--- src/rtl/stdp_pkg.sv ---
package stdp_pkg;

  // Outcome of comparing the two spike stamps
  typedef enum logic [1:0] {
    STDP_HOLD = 2'd0,
    STDP_UP   = 2'd1,
    STDP_DOWN = 2'd2
  } stdp_dir_e;

endpackage

--- src/rtl/stdp_dt_decode.sv ---
module stdp_dt_decode #(
  parameter int TS_W = 8,
  parameter int WIN  = 20
) (
  input  logic [TS_W-1:0]   pre_ts,
  input  logic [TS_W-1:0]   post_ts,
  output stdp_pkg::stdp_dir_e dir,
  output logic [TS_W-1:0]   mag
);
  import stdp_pkg::*;

  localparam logic [TS_W-1:0] WIN_T = TS_W'(WIN);

  // modular gap: post minus pre, wraps naturally in TS_W bits
  function automatic logic [TS_W-1:0] f_gap(input logic [TS_W-1:0] a_pre,
                                            input logic [TS_W-1:0] a_post);
    return a_post - a_pre;
  endfunction

  function automatic logic [TS_W-1:0] f_abs(input logic [TS_W-1:0] g);
    return g[TS_W-1] ? (~g + 1'b1) : g;
  endfunction

  logic [TS_W-1:0] gap;
  logic            gap_neg;

  always_comb begin
    gap     = f_gap(pre_ts, post_ts);
    gap_neg = gap[TS_W-1];
    mag     = f_abs(gap);
    if (mag == '0 || mag > WIN_T) dir = STDP_HOLD;
    else if (gap_neg)             dir = STDP_DOWN;
    else                          dir = STDP_UP;
  end

endmodule

--- src/rtl/stdp_exp_rom.sv ---
module stdp_exp_rom #(
  parameter int WIN  = 20,
  parameter int TAU  = 8,
  parameter int FRAC = 8,
  parameter int IW   = 5
) (
  input  logic [IW-1:0] idx,
  output logic [FRAC:0] val
);

  localparam int DEPTH = 2 ** IW;
  localparam real SCALE = real'(2 ** FRAC);

  logic [FRAC:0] tbl [DEPTH];

  // one entry per tick of the window, zero beyond it
  for (genvar i = 0; i < DEPTH; i++) begin : g_ent
    if (i <= WIN) begin : g_in
      localparam int V = $rtoi(SCALE * $exp(-real'(i) / real'(TAU)) + 0.5);
      assign tbl[i] = (FRAC+1)'(V);
    end else begin : g_out
      assign tbl[i] = '0;
    end
  end

  assign val = tbl[idx];

endmodule

--- src/rtl/stdp_apply.sv ---
module stdp_apply #(
  parameter int WT_W  = 10,
  parameter int FRAC  = 8,
  parameter int A_POS = 64,
  parameter int A_NEG = 48,
  parameter int W_MIN = 16,
  parameter int W_MAX = 1000
) (
  input  stdp_pkg::stdp_dir_e dir,
  input  logic [WT_W-1:0]   w_in,
  input  logic [FRAC:0]     factor,
  output logic [WT_W-1:0]   w_out
);
  import stdp_pkg::*;

  // scaled step: amplitude times fixed-point factor, fraction dropped
  function automatic int f_step(input int amp, input logic [FRAC:0] fac);
    return (amp * int'(fac)) >>> FRAC;
  endfunction

  function automatic int f_clamp(input int v);
    if (v > W_MAX) return W_MAX;
    if (v < W_MIN) return W_MIN;
    return v;
  endfunction

  int base;
  int res;

  always_comb begin
    base = int'(w_in);
    unique case (dir)
      STDP_UP:   res = f_clamp(base + f_step(A_POS, factor));
      STDP_DOWN: res = f_clamp(base - f_step(A_NEG, factor));
      default:   res = base;
    endcase
    w_out = WT_W'(res);
  end

endmodule

--- src/rtl/stdp_wupd.sv ---
module stdp_wupd #(
  parameter int TS_W    = 8,
  parameter int WT_W    = 10,
  parameter int WIN     = 20,
  parameter int TAU_POS = 8,
  parameter int TAU_NEG = 10,
  parameter int A_POS   = 64,
  parameter int A_NEG   = 48,
  parameter int W_MIN   = 16,
  parameter int W_MAX   = 1000,
  parameter int FRAC    = 8
) (
  input  logic            clk,
  input  logic            rst,
  input  logic            in_valid,
  output logic            in_ready,
  input  logic [WT_W-1:0] in_weight,
  input  logic [TS_W-1:0] in_pre_ts,
  input  logic [TS_W-1:0] in_post_ts,
  output logic            out_valid,
  output logic [WT_W-1:0] out_weight
);
  import stdp_pkg::*;

  localparam int IW = $clog2(WIN + 1);

  // named internal events
  logic            fire;
  stdp_dir_e       dec_dir;
  logic [TS_W-1:0] dec_mag;
  logic [IW-1:0]   rom_idx;
  logic [FRAC:0]   exp_pos;
  logic [FRAC:0]   exp_neg;
  logic [FRAC:0]   sel_factor;

  logic            rdy_q;
  logic            s1_vld;
  stdp_dir_e       s1_dir;
  logic [WT_W-1:0] s1_w;
  logic [FRAC:0]   s1_fac;
  logic [WT_W-1:0] upd_w;

  assign in_ready = rdy_q;
  assign fire     = in_valid & rdy_q;

  stdp_dt_decode #(.TS_W(TS_W), .WIN(WIN)) u_dec (
    .pre_ts (in_pre_ts),
    .post_ts(in_post_ts),
    .dir    (dec_dir),
    .mag    (dec_mag)
  );

  assign rom_idx = dec_mag[IW-1:0];

  stdp_exp_rom #(.WIN(WIN), .TAU(TAU_POS), .FRAC(FRAC), .IW(IW)) u_rom_pos (
    .idx(rom_idx),
    .val(exp_pos)
  );

  stdp_exp_rom #(.WIN(WIN), .TAU(TAU_NEG), .FRAC(FRAC), .IW(IW)) u_rom_neg (
    .idx(rom_idx),
    .val(exp_neg)
  );

  assign sel_factor = (dec_dir == STDP_DOWN) ? exp_neg : exp_pos;

  // stage 1: decoded operation
  always_ff @(posedge clk) begin
    if (rst) begin
      rdy_q  <= 1'b0;
      s1_vld <= 1'b0;
      s1_dir <= STDP_HOLD;
      s1_w   <= '0;
      s1_fac <= '0;
    end else begin
      rdy_q  <= 1'b1;
      s1_vld <= fire;
      if (fire) begin
        s1_dir <= dec_dir;
        s1_w   <= in_weight;
        s1_fac <= sel_factor;
      end
    end
  end

  stdp_apply #(
    .WT_W(WT_W), .FRAC(FRAC), .A_POS(A_POS), .A_NEG(A_NEG),
    .W_MIN(W_MIN), .W_MAX(W_MAX)
  ) u_apply (
    .dir   (s1_dir),
    .w_in  (s1_w),
    .factor(s1_fac),
    .w_out (upd_w)
  );

  // stage 2: result register
  always_ff @(posedge clk) begin
    if (rst) begin
      out_valid  <= 1'b0;
      out_weight <= '0;
    end else begin
      out_valid <= s1_vld;
      if (s1_vld) out_weight <= upd_w;
    end
  end

  // assertions
  AST_READY_STAYS: assert property (@(posedge clk) disable iff (rst)
    in_ready |=> in_ready);
  AST_ACCEPT_TO_S1: assert property (@(posedge clk) disable iff (rst)
    fire |=> s1_vld);
  AST_S1_TO_OUT: assert property (@(posedge clk) disable iff (rst)
    s1_vld |=> out_valid);
  AST_NO_SPURIOUS: assert property (@(posedge clk) disable iff (rst)
    out_valid |-> $past(s1_vld));
  AST_DIR_IN_WINDOW: assert property (@(posedge clk) disable iff (rst)
    (fire && dec_dir != STDP_HOLD) |-> (dec_mag != '0 && int'(dec_mag) <= WIN));
  AST_HOLD_PASSES: assert property (@(posedge clk) disable iff (rst)
    (s1_vld && s1_dir == STDP_HOLD) |=> (out_weight == $past(s1_w)));
  AST_UP_NEVER_DROPS: assert property (@(posedge clk) disable iff (rst)
    (s1_vld && s1_dir == STDP_UP && int'(s1_w) <= W_MAX)
      |=> (out_weight >= $past(s1_w)));
  AST_DOWN_NEVER_RISES: assert property (@(posedge clk) disable iff (rst)
    (s1_vld && s1_dir == STDP_DOWN && int'(s1_w) >= W_MIN)
      |=> (out_weight <= $past(s1_w)));
  AST_STEP_BOUNDED: assert property (@(posedge clk) disable iff (rst)
    (s1_vld && s1_dir == STDP_UP)
      |=> (int'(out_weight) <= int'($past(s1_w)) + A_POS));
  AST_UPPER_SAT: assert property (@(posedge clk) disable iff (rst)
    (s1_vld && s1_dir != STDP_HOLD) |=> (int'(out_weight) <= W_MAX));
  AST_LOWER_SAT: assert property (@(posedge clk) disable iff (rst)
    (s1_vld && s1_dir != STDP_HOLD) |=> (int'(out_weight) >= W_MIN));

endmodule

--- config.mk ---
export PLATFORM = sky130hd
export DESIGN_NAME = stdp_wupd
export DESIGN_NICKNAME = d
export VERILOG_FILES = /design/src/rtl/stdp_pkg.sv /design/src/rtl/stdp_dt_decode.sv /design/src/rtl/stdp_exp_rom.sv /design/src/rtl/stdp_apply.sv /design/src/rtl/stdp_wupd.sv
export SDC_FILE = /design/constraint.sdc
export NUM_CORES = 1
export LEC_CHECK = 0
export CORE_ASPECT_RATIO = 0.7
export CORE_MARGIN = 5
export CORE_UTILIZATION = 55
export DETAILED_ROUTE_END_ITERATION = 12
export HOLD_SLACK_MARGIN = 0.02
export PLACE_DENSITY_LB_ADDON = 0.15
export SLEW_MARGIN = 20
export SYNTH_ARGS = -nofsm -noshare
export SYNTH_HDL_FRONTEND = slang
export SYNTH_SLANG_ARGS = --single-unit
--- constraint.sdc ---
create_clock -name clk -period 5.3 [get_ports clk]
set_clock_uncertainty 0.1 [all_clocks]
set_input_delay 0.53 -clock clk [delete_from_list [all_inputs] [get_ports clk]]
set_output_delay 0.53 -clock clk [all_outputs]
set_load 0.01 [all_outputs]
# ---- Word level (Yosys, flattened, before mapping)
# Memories as Yosys holds them, arrays and structs flattened.
# Index checks and enable logic that the tools add are counted.
dict set report word_totals {
  input_bits 29
  word_cells 56
  memories 2
  rom_bits 576
  mem_bits_rw 0
  latchBits 0
  regBits 34
}
dict set report op_classes {
  multipliers 1
  n_reduce_logical 2
  shift 0
  add_sub_neg 4
  n_div 0
  n_lt_le_gt_ge 6
  n_eq_ne 3
  muxes 28
  bitwise 3
}
# memory words word_bits read_ports rd_clocked_by_memory_dff wr line_no
set memory_table {}
lappend memory_table {{(name not given)} 32 9 1 0 0 stdp_exp_rom.sv:26} ;# assign val = tbl[idx];
lappend memory_table {{(name not given)} 32 9 1 0 0 stdp_exp_rom.sv:26}
# op count
set op_table {}
lappend op_table {{10-bit 2-to-1 mux} 8}
lappend op_table {{9-bit 2-to-1 mux} 5}
lappend op_table {{10-bit case mux with 2 select lines} 1}
lappend op_table {{10-bit by 7-bit adder with 11-bit output} 1}
lappend op_table {{11-bit by 10-bit > comparator with 1-bit output, second input constant} 1}
lappend op_table {{11-bit > comparator, second input constant} 1}
lappend op_table {{11-bit by 5-bit less-than comparator with 1-bit output, second input constant} 1}
lappend op_table {{11-bit by 6-bit less-than comparator with 1-bit output, second input constant} 1}
lappend op_table {{2-bit by 9-bit multiplier with 11-bit output, first input constant} 1}
lappend op_table {{1-bit 2-to-1 mux} 11}
lappend op_table {{10-bit by 7-bit subtractor with 11-bit output} 1}
lappend op_table {{8-bit by 1-bit adder with 8-bit output, second input constant} 1}
lappend op_table {{8-bit by 5-bit > comparator with 1-bit output, second input constant} 1}
lappend op_table {{8-bit zero test} 1}
lappend op_table {{8-bit 2-to-1 mux} 1}
lappend op_table {{8-bit inverter} 1}
lappend op_table {{8-bit subtractor} 1}
lappend op_table {{6-bit >= comparator, second input constant} 1}
lappend op_table {{5-bit inverter with 6-bit output} 1}
lappend op_table {{2-bit == test, second input constant} 2}
lappend op_table {{2-bit 2-to-1 mux} 2}
lappend op_table {{2-bit by 1-bit == test with 1-bit output, second input constant} 1}
lappend op_table {{1-bit AND} 1}
lappend op_table {{1-bit logical OR} 1}

# ---- Logic depth before layout (Yosys ltp)
# Gate-level depths: netlist (run 1).
dict set report logic_depth {
  depth_word 10
  ltp_mapped 19
}

# ---- Cells and area by module
# A second synthesis (run 1) with hierarchy kept.
dict set report unflattened {
  cells_unflattened 556
  hier_area_um2 4431.8
}
# mod area_per_inst_um2 instances seq_area_each_um2 cells_each
set by_module_without_submodules {}
lappend by_module_without_submodules {stdp_apply 1791.7 1 0.0 232}
lappend by_module_without_submodules {stdp_wupd 1256.2 1 680.7 132}
lappend by_module_without_submodules {stdp_dt_decode 565.5 1 0.0 81}
lappend by_module_without_submodules {{stdp_exp_rom at u_rom_neg} 425.4 1 0.0 58}
lappend by_module_without_submodules {{stdp_exp_rom at u_rom_pos} 392.9 1 0.0 53}

# ---- Least setup slack after synthesis (run 1)
# OpenSTA, ideal clock, no wires.
dict set report synth_timing {
  path_type {reg2reg}
  from {reg s1_fac[1]}
  to {reg out_weight[7]}
  path_stages_with_launch 18
  t_arrival_ps 3889
  slack_ps 1178
  path_buffers 0
  cell_sequence {dfxtp_1 ha_1 a31o_2 a21o_1 a21oi_1 nor2b_1 o21a_1 o21a_1 or2_2 ha_1 o21ai_0 a21boi_0 o41ai_2 a21oi_1 a221o_1 a221o_1 o211ai_1 a21oi_1}
}
dict set report synth_via {
  elab_chain_len 9
}
# item line_no
set synth_lines {}
lappend synth_lines {{start: declaration} stdp_wupd.sv:40} ;# logic [FRAC:0] s1_fac;
lappend synth_lines {{start signal: assignment} stdp_wupd.sv:81} ;# s1_fac <= sel_factor;
lappend synth_lines {{2-bit by 9-bit multiplier with 11-bit output (*)} stdp_apply.sv:18} ;# return (amp * int'(fac)) >>> FRAC;
lappend synth_lines {{10-bit by 7-bit subtractor with 11-bit output (*)} stdp_apply.sv:34} ;# STDP_DOWN: res = f_clamp(base - f_step(A_NEG, factor));
lappend synth_lines {{11-bit by 6-bit less-than comparator with 1-bit output} stdp_apply.sv:23} ;# if (v < W_MIN) return W_MIN;
lappend synth_lines {{1-bit 2-to-1 mux (2 in series)} stdp_apply.sv:23}
lappend synth_lines {{1-bit 2-to-1 mux} stdp_apply.sv:32} ;# unique case (dir)
lappend synth_lines {{10-bit 2-to-1 mux} stdp_apply.sv:24} ;# return v;
lappend synth_lines {{10-bit 2-to-1 mux (*)} stdp_apply.sv:23}
lappend synth_lines {{10-bit case mux with 2 select lines (*)} stdp_apply.sv:32}
lappend synth_lines {{end signal: assignment} stdp_wupd.sv:103} ;# if (s1_vld) out_weight <= upd_w;
lappend synth_lines {{end: declaration} stdp_wupd.sv:21} ;# output logic [WT_W-1:0] out_weight
# Mark *: on every way between the ends. The rest lies on a longest branch, timed or not. The select of a mux whose other input is x is not followed.
# A chain may end at the register's enable or synchronous reset.

# ---- Final worst setup path (run 1)
dict set report layout_timing {
  from {in in_pre_ts[5]}
  to {reg s1_fac[6]}
}
dict set report layout_via {
  elab_chain_len 9
}
# item line_no
set layout_lines {}
lappend layout_lines {{start: declaration} stdp_wupd.sv:18} ;# input logic [TS_W-1:0] in_pre_ts,
lappend layout_lines {{8-bit subtractor (*)} stdp_dt_decode.sv:17} ;# return a_post - a_pre;
lappend layout_lines {{8-bit inverter} stdp_dt_decode.sv:21} ;# return g[TS_W-1] ? (~g + 1'b1) : g;
lappend layout_lines {{8-bit by 1-bit adder with 8-bit output} stdp_dt_decode.sv:21}
lappend layout_lines {{8-bit 2-to-1 mux} stdp_dt_decode.sv:21}
lappend layout_lines {{8-bit by 5-bit > comparator with 1-bit output / 8-bit zero test (equally long branches)} stdp_dt_decode.sv:31} ;# if (mag == '0 || mag > WIN_T) dir = STDP_HOLD;
lappend layout_lines {{1-bit logical OR} stdp_dt_decode.sv:31}
lappend layout_lines {{2-bit 2-to-1 mux} stdp_dt_decode.sv:31}
lappend layout_lines {{2-bit == test} stdp_wupd.sv:65} ;# assign sel_factor = (dec_dir == STDP_DOWN) ? exp_neg : exp_pos;
lappend layout_lines {{9-bit 2-to-1 mux (*)} stdp_wupd.sv:65}
# Marks and branches as above.

==> reports/qor.yml, run 1 <==
die_w_um: 110
gr-total-overflow: 0
multi_input_area_sq_mm: 0.00298
seq_area_sq_um: 681
synthArstFlopShare_pct: 0
synthTopCellsByArea: "dfxtp_1 18%, ha_1 12%, a21oi_1 5.5%, nand2_1 4.5%, nor2_1 4.3%"
die_area_sq_mm: 0.00879
cp.arrival_ns: 4.90
endpoint_kind: "flop"
min_period_over_period_pct: 91.0
seq_area_frac_synth_pct: 17.7
placement.io_buffers: 40
relSlewSlack_pct: 38.5
yosysUniqueCellTypes: 74
gr-usage-all-layers_pct: 27.6
grt_max_degree: 25
fin_crit_ns: 4.82
place_congestion: 0.985
cts.sinks: 34
synth_nets: 581
max_freq_ghz: 0.207
area_growth_pct: 15.3
ctsResizeCount: 0
core_sq_mm: 0.00679
power.internal_uw: 659
antenna_found_initial: 0
fin_tns_setup_ns: 0
pwr-share-clk_pct: 16.5
setup_viol: 0
worstSetupStartpointType: "input port"
clock_latency_ns: 0.30
wl_per_cell_um: 18.3
critPathMaxFanout: 9
routed_via_density: 6.61
cts_setup_buffers: 0
synth_seq_cells: 34
sw_frac_of_total_pct: 48.3
netlist_area_sq_mm: 0.00384
ir_worst_vdd_v: 0.000126
pwr-share-comb_pct: 60.6
synthFlopType: "dfxtp_1"
final_cell_mix: "46 x nand2_1, 44 x nor2_1, 42 x a21oi_1"
met2_wirelength_mm: 4.78
pwr-share-seq_pct: 22.9
grt_pass1_vias: 4010
clockBufferDepth: 2
met3_length_mm: 1.34
htreeDepth: 2
p_leak_uw: 0.00169
power.switching_uw: 616
clockRootBuffer: "clkbuf_8"
cp.required_ns: 5.38
drc_errors: 0
nets: 617
top_layer_used: "met4"
dr_total_vias: 4252
rsz0062_at_grt: "false"
antenna_cells: 0
power.total_uw: 1270
fin_util_pct: 65.3
hp-class: "reg -> reg"
dr.pass1.iters: 6
drive_gt1_share_pct: 7.29
whs_ns: 0.375
synth_area_per_cell_sq_um: 7.51
wl_met1_mm: 5.49
hpwl_mm: 9.04
slew_violations: 0
n_fill_cell: 594
final_common_cell: "nand2_1"
design_area_sq_mm: 0.00443
rows: 25
finalWirelength_mm: 11.7
grt_pass1_wl_mm: 19.4
pwr_density_cell_mw_per_mm2: 288
start_util_pct: 56.6
postRouteAntennaNets: 0
synth_edf_count: 0
synthCells: 512
dpl_cell_area_sq_mm: 0.00434
synth_top_area_share_pct: 17.7
cap_violations: 0
final-hold-violation-count: 0
cts_buffers: 5
drtIter0Drc: 435
clk_pin_slew_ns: 0.07
cts_tree: "built"
ctsHoldBuffers: 0
tightest_slew_ns: 0.920
critPathKind: "in -> reg"
synth_area_leader_cell: "dfxtp_1"
fp.dieH_um: 80.0
status: "finished, final reports clean"
synth_warnings: 0
ios: 41
[power by group through the flow]
stage               Clock [uW]  Sequential (uW)  Combinational (uW)
floorplan                    0              290                 545
global placement             0              296                 739
detailed placement           0              297                 741
CTS                        212              291                 747
global route               226              294                 833
finish                     210              292                 773
[sequential cells by signal (all words and copies together) (netlist names)]
| signal | cells |
|---|---|
| s1_vld | 1 |
| s1_w | 10 |
| s1_dir | 2 |
| out_valid | 1 |
| in_ready | 1 |
| s1_fac | 9 |
| out_weight | 10 |
[Yosys cell counts, types with 6 or more instances]
cell type and count:
xnor2_1 13, nand3_1 24, o211ai_1 16, nand2b_1 6, nor2_1 44, dfxtp_1 34, a211oi_1 15, o21a_1 7
nand2_1 46, inv_1 35, nor2b_1 7, a31oi_1 9, o21ai_0 30, ha_1 37, xor2_1 9, a21oi_1 42
nor3_1 8, clkbuf_1 14
[through the flow]
stage	instances	setup WS [ns]
after floorplan	512	1.18
after global placement	635	0.487
after detailed placement	635	0.280
after CTS	643	0.550
after global routing	643	0.293
final	643	0.475
[final cells by class]
cell class | count | area share (%)
flip-flops and latches | 34 | 15.4
inverters | 35 | 2.96
multi-input cells | 428 | 67.2
repair buffers | 44 | 9.71
clock inverters | 2 | 0.282
clock buffers | 6 | 1.86
well taps | 94 | 2.65
[final timing paths]
kind,from,to,slack (ns),cells after the start
worst max-delay path,in_pre_ts[5],s1_fac[6],0.48,16
worst min-delay path,out_weight[5],out_weight[5],0.37,2
worst max register to register,s1_fac[1],out_weight[7],0.72,18
worst min register to register,out_weight[5],out_weight[5],0.37,2
[critical path, cell delays in order]
cell,delay [ns]
clkdlybuf4s50_1,0.45
inv_1,0.04
ha_1,0.39
o21ai_0,0.21
nor2_1,0.12
a311oi_4,0.47
xor2_2,0.43
mux2_2,0.49
inv_1,0.18
ha_1,0.26
inv_1,0.15
o211ai_1,0.16
a32oi_2,0.22
a211o_4,0.35
a211oi_1,0.33
o41ai_2,0.12
[metal layers]
layer	GRT usage [%]	up-vias
met3	6.63	22
met4	4.48	0
met2	41.5	243
li1	-	1998
met1	40.3	1989
met5	0	-
[kinds of logic after synthesis]
group / after synthesis / synth area share [%]
xor+xnor: 24 / 5.86
buf+inv: 50 / 4.88
mux: 3 / 0.846
flops: 34 / 17.7
simple gates: 177 / 22.9
compound gates: 184 / 34.2
fa+ha+maj: 40 / 13.6
Power figures use the tool's default switching activity.
==> run 2, diff against run 1 <==
--- a/config.mk
+++ b/config.mk
@@ -7,11 +7,11 @@
 export LEC_CHECK = 0
 export CORE_ASPECT_RATIO = 0.7
 export CORE_MARGIN = 5
-export CORE_UTILIZATION = 55
+export CORE_UTILIZATION = 58
 export DETAILED_ROUTE_END_ITERATION = 12
 export HOLD_SLACK_MARGIN = 0.02
 export PLACE_DENSITY_LB_ADDON = 0.15
-export SLEW_MARGIN = 20
+export SLEW_MARGIN = 25
 export SYNTH_ARGS = -nofsm -noshare
 export SYNTH_HDL_FRONTEND = slang
 export SYNTH_SLANG_ARGS = --single-unit
==> run 2 against run 1 <==
Effect of this change:
- global-route usage grew 0.40 points
- setup slack gained 0.24 ns
- critical path depth grew 2
- wire length shrank 2.6%
- count of clock-buffer cells in the layout grew 1
- combinational power shrank 1%
- via count shrank 0.68%
- core utilization grew 4.5 points
- worst hold slack gained 0.0059 ns
- clock power shrank 3%
- die area shrank 4.6%
- fmax grew 5.3%
==> reports/qor.yml, run 2 (synthesis gave the netlist of run 1 again) <==
status: "finished, final reports clean"  # unchanged
drive_gt1_share_pct: 7.10  # was 7.29%
rr_startpoint: "s1_fac[2]"  # was s1_fac[1]
pwr-share-clk_pct: 16.2  # was 16.5%
power.internal_uw: 660  # was 659 uW
clockRootBuffer: "clkbuf_8"  # unchanged
critPathMaxFanout: 6  # was 9
ctsHoldBuffers: 0  # unchanged
p_leak_uw: 0.00169  # about the same
cap_violations: 0  # unchanged
htreeDepth: 2  # unchanged
placement.io_buffers: 40  # unchanged
grt_max_degree: 25  # unchanged
finalWirelength_mm: 11.4  # was 11.7 mm
critPathKind: "reg -> reg"  # was in -> reg
post-place-ws_ns: 0.617  # was 0.280 ns
antenna_found_initial: 0  # unchanged
final_cell_mix: "46 x nand2_1, 44 x nor2_1, 42 x a21oi_1"  # unchanged
dr_total_vias: 4223  # was 4252
ir_worst_vdd_v: 0.000150  # was 0.000126 V
min-delay-start: "out_weight[7]"  # was out_weight[5]
final_common_cell: "nand2_1"  # unchanged
regToRegSetupSlack_ns: 0.72  # about the same
hpwl_mm: 8.86  # was 9.04 mm
rows: 24  # was 25
grt_pass1_vias: 3995  # was 4010
fin_crit_ns: 4.58  # was 4.82 ns
min_path_cells: 2  # unchanged
die_w_um: 107  # was 110 um
pwr_density_cell_mw_per_mm2: 285  # was 288 mW/mm^2
final-hold-violation-count: 0  # unchanged
drc_errors: 0  # unchanged
reg2reg_to: "out_weight[4]"  # was out_weight[7]
cpPeakStageDelay_ns: 0.43  # was 0.49 ns
clockBufferDepth: 2  # unchanged
top_regs: "out_weight (10), s1_w (10), s1_fac (9)"  # unchanged
min_period_over_period_pct: 86.5  # was 91.0%
endpoint_kind: "flop"  # unchanged
dr.pass1.iters: 5  # was 6
cts_setup_buffers: 0  # unchanged
cts.sinks: 34  # unchanged
fin_tns_setup_ns: 0  # unchanged
sw_frac_of_total_pct: 47.6  # was 48.3%
setup_ws_ns: 0.717  # was 0.475 ns
antenna_cells: 0  # unchanged
gr-usage-all-layers_pct: 28.0  # was 27.6%
cp_slowest_cell: "dfxtp_1"  # was mux2_2
start_util_pct: 60.7  # was 56.6%
place_congestion: 1.01  # was 0.985
postRouteAntennaNets: 0  # unchanged
setup_viol: 0  # unchanged
rsz0062_at_grt: "false"  # unchanged
relSlewSlack_pct: 41.7  # was 38.5%
die_area_sq_mm: 0.00838  # was 0.00879 sq mm
hp-class: "reg -> reg"  # unchanged
cts_tree: "built"  # unchanged
nets: 617  # unchanged
path_cells: "ha_1, a31o_2, a21o_1, a21oi_1, nor2b_1, o21a_1, o21a_1, or2_2, ha_1, o21ai_0, a21boi_0, o41ai_2, buf_4, xnor2_1, o31ai_1, nand4_1, a211o_1, a31oi_1"  # was clkdlybuf4s50_1, inv_1, ha_1, o21ai_0, nor2_1, a311oi_4, xor2_2, mux2_2, inv_1, ha_1, inv_1, o211ai_1, a32oi_2, a211o_4, a211oi_1, o41ai_2
area_growth_pct: 15.1  # was 15.3%
gr-total-overflow: 0  # unchanged
tightest_slew_ns: 0.872  # was 0.920 ns
r2r_cells: 18  # unchanged
grt_pass1_wl_mm: 19.3  # was 19.4 mm
min_to: "out_weight[7]"  # was out_weight[5]
fp.dieH_um: 78.1  # was 80.0 um
power.switching_uw: 599  # was 616 uW
pwr-share-seq_pct: 23.2  # was 22.9%
core_sq_mm: 0.00634  # was 0.00679 sq mm
ios: 41  # unchanged
cts_buffers: 5  # unchanged
worstSetupStartpointType: "flop"  # was input port
clock_latency_ns: 0.30  # about the same
routed_via_density: 6.60  # was 6.61
cp.required_ns: 5.42  # was 5.38 ns
wl_per_cell_um: 17.9  # was 18.3 um
cp.arrival_ns: 4.70  # was 4.90 ns
pwr-share-comb_pct: 60.6  # about the same
max_freq_ghz: 0.218  # was 0.207 GHz
drtIter0Drc: 466  # was 435
ctsResizeCount: 0  # unchanged
clk_pin_slew_ns: 0.07  # about the same
slew_violations: 0  # unchanged
## run 2: layout make-up
cell class                 instances  area [sq um]
multi-input combinational        428          2980
fill                             549          1910
sequential                        34           681
timing repair buffer              44           430
inverter                          35           131
tap                               91           114
clock buffer                       7          86.3
clock inverter                     1          5.00
## run 2: power by group through the flow
stage               combinational (uW)  sequential (uW)  clock [uW]
global placement                   734              296           0
global route                       830              294         224
CTS                                738              291         209
finish                             763              292         204
floorplan                          545              290           0
detailed placement                 731              297           0
## run 2: how the worst max path moves through the flow
stage / from / to / slack [ns] / cells after the start
detailed placement: in_pre_ts[4] / s1_fac[2] / 0.62 / 16
finish: s1_fac[2] / out_weight[4] / 0.72 / 18
global placement: in_pre_ts[4] / s1_fac[0] / 0.69 / 16
floorplan: s1_fac[1] / out_weight[7] / 1.18 / 17
CTS: s1_fac[2] / out_weight[4] / 0.78 / 18
global route: s1_fac[2] / out_weight[3] / 0.44 / 17
## run 2: worst max-delay path: cells and delay by family, from the launching register on
kind,cells,cell delay [ns]
compound gates,11,2.38
buf+inv,1,0.16
fa+ha+maj,2,0.61
simple gates,3,0.68
xor+xnor,1,0.12
flops,1,0.43
## run 2: through the flow
stage	utilization, %	instance area (sq um)	instances	hold slack (ns)	total power (uW)
after global routing	69.8	4420	640	0.410	1350
after global placement	68.4	4330	632	0.357	1030
final	69.8	4420	640	0.381	1260
after CTS	69.8	4420	640	0.383	1240
after floorplan	-	3840	512	0.353	835
after detailed placement	68.4	4330	632	0.367	1030
## run 2: metal layers
| layer | GRT usage (%) | part of all wire (%) |
|---|---|---|
| met2 | 40.5 | 40 |
| met4 | 6.39 | 1.1 |
| met1 | 40.7 | 47 |
| met5 | 0 | 0 |
| met3 | 8.52 | 11 |
